`src/rtl/csel_pkg.sv`:
```
package csel_pkg;

    typedef struct packed {
        logic gen;
        logic prop;
    } grp_flags_t;

    typedef enum logic {
        OP_ADD = 1'b0,
        OP_SUB = 1'b1
    } op_mode_t;

endpackage

```
`src/rtl/csel_operand_prep.sv`:
```
module csel_operand_prep #(
    parameter int SLICE_W = 4
) (
    input  logic [SLICE_W-1:0] b_in,
    input  csel_pkg::op_mode_t mode,
    output logic [SLICE_W-1:0] b_eff
);
    import csel_pkg::*;

    logic inv;
    assign inv = (mode == OP_SUB);

    for (genvar i = 0; i < SLICE_W; i++) begin : g_bit
        assign b_eff[i] = b_in[i] ^ inv;
    end

    always_comb begin

        operand_invert_chk: assert (inv || (b_eff == b_in));
    end
endmodule

```
`src/rtl/csel_dual_sum.sv`:
```
module csel_dual_sum #(
    parameter int SLICE_W = 4
) (
    input  logic [SLICE_W-1:0] op_a,
    input  logic [SLICE_W-1:0] op_b,
    output logic [SLICE_W:0]   raw_sum,
    output logic [SLICE_W-1:0] sum_zero,
    output logic [SLICE_W-1:0] sum_one
);
    localparam int WIDE = SLICE_W + 1;

    logic [WIDE-1:0] plus_one;

    assign raw_sum  = WIDE'(op_a) + WIDE'(op_b);
    assign plus_one = WIDE'(op_a) + WIDE'(op_b) + WIDE'(1);
    assign sum_zero = raw_sum[SLICE_W-1:0];
    assign sum_one  = plus_one[SLICE_W-1:0];

    always_comb begin

        sum_pair_step_chk: assert (sum_one == SLICE_W'(sum_zero + SLICE_W'(1)));
    end
endmodule

```
`src/rtl/csel_group_flags.sv`:
```
module csel_group_flags #(
    parameter int SLICE_W = 4
) (
    input  logic [SLICE_W:0]      raw_sum,
    output csel_pkg::grp_flags_t flags
);
    logic all_ones;

    assign all_ones   = &raw_sum[SLICE_W-1:0];
    assign flags.gen  = raw_sum[SLICE_W];
    assign flags.prop = raw_sum[SLICE_W] | all_ones;

    always_comb begin

        gen_implies_prop_chk: assert (!flags.gen || flags.prop);

        prop_only_edge_chk: assert (!(flags.prop && !flags.gen) || all_ones);
    end
endmodule

```
`src/rtl/csel_nibble_slice.sv`:
```
module csel_nibble_slice #(
    parameter int SLICE_W = 4
) (
    input  logic [SLICE_W-1:0] a,
    input  logic [SLICE_W-1:0] b,
    input  logic               sub,
    input  logic               cin,
    output logic [SLICE_W-1:0] sum,
    output logic               g,
    output logic               p
);
    import csel_pkg::*;

    logic [SLICE_W-1:0] b_eff;
    logic [SLICE_W:0]   raw_sum;
    logic [SLICE_W-1:0] sum_zero;
    logic [SLICE_W-1:0] sum_one;
    grp_flags_t         flags;

    csel_operand_prep #(.SLICE_W(SLICE_W)) u_prep (
        .b_in  (b),
        .mode  (op_mode_t'(sub)),
        .b_eff (b_eff)
    );

    csel_dual_sum #(.SLICE_W(SLICE_W)) u_sums (
        .op_a     (a),
        .op_b     (b_eff),
        .raw_sum  (raw_sum),
        .sum_zero (sum_zero),
        .sum_one  (sum_one)
    );

    csel_group_flags #(.SLICE_W(SLICE_W)) u_flags (
        .raw_sum (raw_sum),
        .flags   (flags)
    );

    assign sum = cin ? sum_one : sum_zero;
    assign g   = flags.gen;
    assign p   = flags.prop;

    always_comb begin

        select_result_chk: assert (sum == SLICE_W'(sum_zero + SLICE_W'(cin)));

        gen_wrap_chk: assert (g == (sum_zero < a));
    end
endmodule

```
`config.mk`:
```
export PLATFORM = sky130hd
export DESIGN_NAME = csel_nibble_slice
export DESIGN_NICKNAME = d
export VERILOG_FILES = /design/src/rtl/csel_pkg.sv /design/src/rtl/csel_operand_prep.sv /design/src/rtl/csel_dual_sum.sv /design/src/rtl/csel_group_flags.sv /design/src/rtl/csel_nibble_slice.sv
export SDC_FILE = /design/constraint.sdc
export NUM_CORES = 1
export LEC_CHECK = 0
export BUFFER_PORTS_ARGS = -buffer_cell sky130_fd_sc_hd__buf_2
export CORE_AREA = 3 3 40 42
export DETAILED_ROUTE_END_ITERATION = 12
export DIE_AREA = 0 0 43 45
export SLEW_MARGIN = 15
export SYNTH_ARGS = -nofsm -noshare
export SYNTH_HDL_FRONTEND = slang
export SYNTH_SLANG_ARGS = --single-unit
```
`constraint.sdc`:
```
create_clock -name vclk -period 1.9
set_clock_uncertainty 0.2 [all_clocks]
set_input_delay 0 -clock vclk [all_inputs]
set_output_delay 0 -clock vclk [all_outputs]
set_load 0.02 [all_outputs]
```
==> metrics.md <==
| Metric | Value |
|---|---|
| Startpoint Class | `input pin` |
| Endpoint required time on the critical path | `1.70 ns` |
| Number of remaining DRC errors | `0` |
| Final Cycle Share | `94.9%` |
| Pre-CTS WS | `0.0235 ns` |
| Core box area | `1280 um2` |
| Final setup TNS | `0 ns` |
| Drt first-iter violations | `0` |
| Syn Inst Count | `30` |
| Die Footprint | `1940 um2` |
| Critical Path AT | `1.60 ns` |
| MaxCap Viol Count | `0` |
| Die W | `43 um` |
| I/O Buffers | `16` |
| Syn Nets | `46` |
| Slew HR | `84.6%` |
| Sequential share of power | `0%` |
| Power density over the cells | `594 nW/um2` |
| Grt total ovfl | `0` |
| Placer Congestion | `0.700` |
| WL per Instance | `7.63 um` |
| Combinational fraction of design power | `100.0%` |
| Number of global-route vias before repair | `221` |
| Starting Density | `18.7%` |
| Die Ht | `45 um` |
| Power consumption | `243 uW` |
| Hold crit path type | `in2out` |
| Slew at the pin closest to its max-slew limit | `0.229 ns` |
| RSZ-0062 raised after global routing | `no` |
| Minimum clock period | `1.80 ns` |
| VDD IR max | `0.000200 V` |
| Crit end category | `primary output` |
| Post-synth top area share | `26.0%` |
| Final slew viol count | `0` |
| Global-route usage over all layers | `5.32%` |
| Routed wire length | `488 um` |
| Ant diodes | `0` |
| Largest net degree at the start of global routing | `6` |
| Avg Cell Area, Syn | `8.01 um2` |
| YS warnings | `0` |
| Setup CP Type | `in2out` |
| Vias/cell | `3.95` |
| Fin worst setup slack | `0.0978 ns` |
| FMAX | `555 MHz` |
| Synth unique cells | `15` |
| Synthesized cell area | `240 um2` |
| Clock network power share | `0%` |
| Global-route wire length before repair | `862 um` |
| Initial antenna violation count | `0` |
| Sequential cell count | `0` |
| Final-stage net count | `67` |
| Top Ports | `16` |
| # hold bufs at CTS | `0` |
| Hold Violations, Final | `0` |
| Ranking of synthesized cells by area | `ha_1 (26%), xor2_1 (22%), xnor2_1 (11%), fa_1 (8.3%), inv_1 (6.3%)` |
| Switch share | `52.4%` |
| DRT Pass-1 Iters | `1` |
| Internal | `116 uW` |
| Crit-path max FO | `3` |
| Share of cells above drive strength 1 | `55.1%` |
| Hold path depth | `3` |
| Antenna Nets Post-Route | `0` |
| Seq/Total Area, Yosys | `0%` |
| Sw power | `128 uW` |
| Largest area contributor in the netlist | `ha_1` |
| Rows | `13` |
| Clock buf count | `0` |
| Reg area | `0 um2` |
| Area grow syn2layout | `70.3%` |
| Via count | `253` |
| Setup violators final | `0` |
| Status | `finished clean` |
| Leak Pwr | `0.212 nW` |
## critical path, cell delays in order
cell and delay, ns:
buf_6 0.10, xor2_2 0.14, ha_2 0.20, inv_2 0.04, fa_2 0.56, inv_2 0.05
ha_4 0.25, nand2_1 0.04, o21ai_0 0.06, buf_2 0.18
## layer usage
layer / vias up / part of all wire (%) / global-route usage (%) / wire length (um)
met2: 14 / 38 / 8.08 / 185
met4: 0 / 0 / 0 / 0
met5: - / 0 / 0 / 0
li1: 137 / - / - / -
met1: 102 / 48 / 8.61 / 232
met3: 0 / 14 / 0.398 / 70
## cell families after synthesis
family          synth area share [%]
xor+xnor                        32.8
fa+ha+maj                       34.4
simple gates                    12.0
compound gates                  14.6
buf+inv                         6.25
## path summary, 6_finish.rpt
check / start / end / slack, ns
setup / recovery: b[0] / sum[1] / 0.1
hold / removal: cin / sum[0] / 0.14
## synth_stat cells, drive strengths merged
master  number
ha           5
a21oi        1
xor2         6
nand2b       1
nor2b        1
nor2         1
a31o         1
xnor2        3
nand3        1
a21o         1
o21ai        2
nand2        2
fa           1
inv          4
## power groups by stage
stage	registers [mW]	logic [mW]	clock network [mW]
finish	0	0.243	0
global route	0	0.270	0
CTS	0	0.213	0
detailed placement	0	0.212	0
global placement	0	0.209	0
floorplan	0	0.142	0
## layout make-up
| class | instances | area, um2 |
|---|---|---|
| tap | 15 | 18.8 |
| inverter | 4 | 15.0 |
| timing repair buffer | 19 | 118 |
| fill | 141 | 876 |
| multi-input combinational | 26 | 258 |
## what timing repair did
action,4_1_cts,5_1_grt
buffers inserted,0,1
resized for setup,0,11
endpoints found under the setup margin,0,4
## layout by cell type, fill, tap and decap left out, types with 2 or more instances in the layout
cell / n
xnor2_1: 2
ha_1: 3
buf_4: 4
inv_2: 2
xor2_1: 5
buf_2: 13
inv_1: 2
buf_6: 2
nand2_1: 2
## through the flow
step | hold WS, ns | std cells | cell area, um2 | utilization, %
finish | 0.145 | 64 | 409 | 31.8
global route | 0.170 | 64 | 409 | 31.8
detailed placement | 0.148 | 63 | 354 | 27.6
floorplan | -0.0717 | 30 | 240 | -
global placement | 0.136 | 63 | 354 | 27.6
CTS | 0.148 | 63 | 354 | 27.6
(Power assumes the default switching activity.)
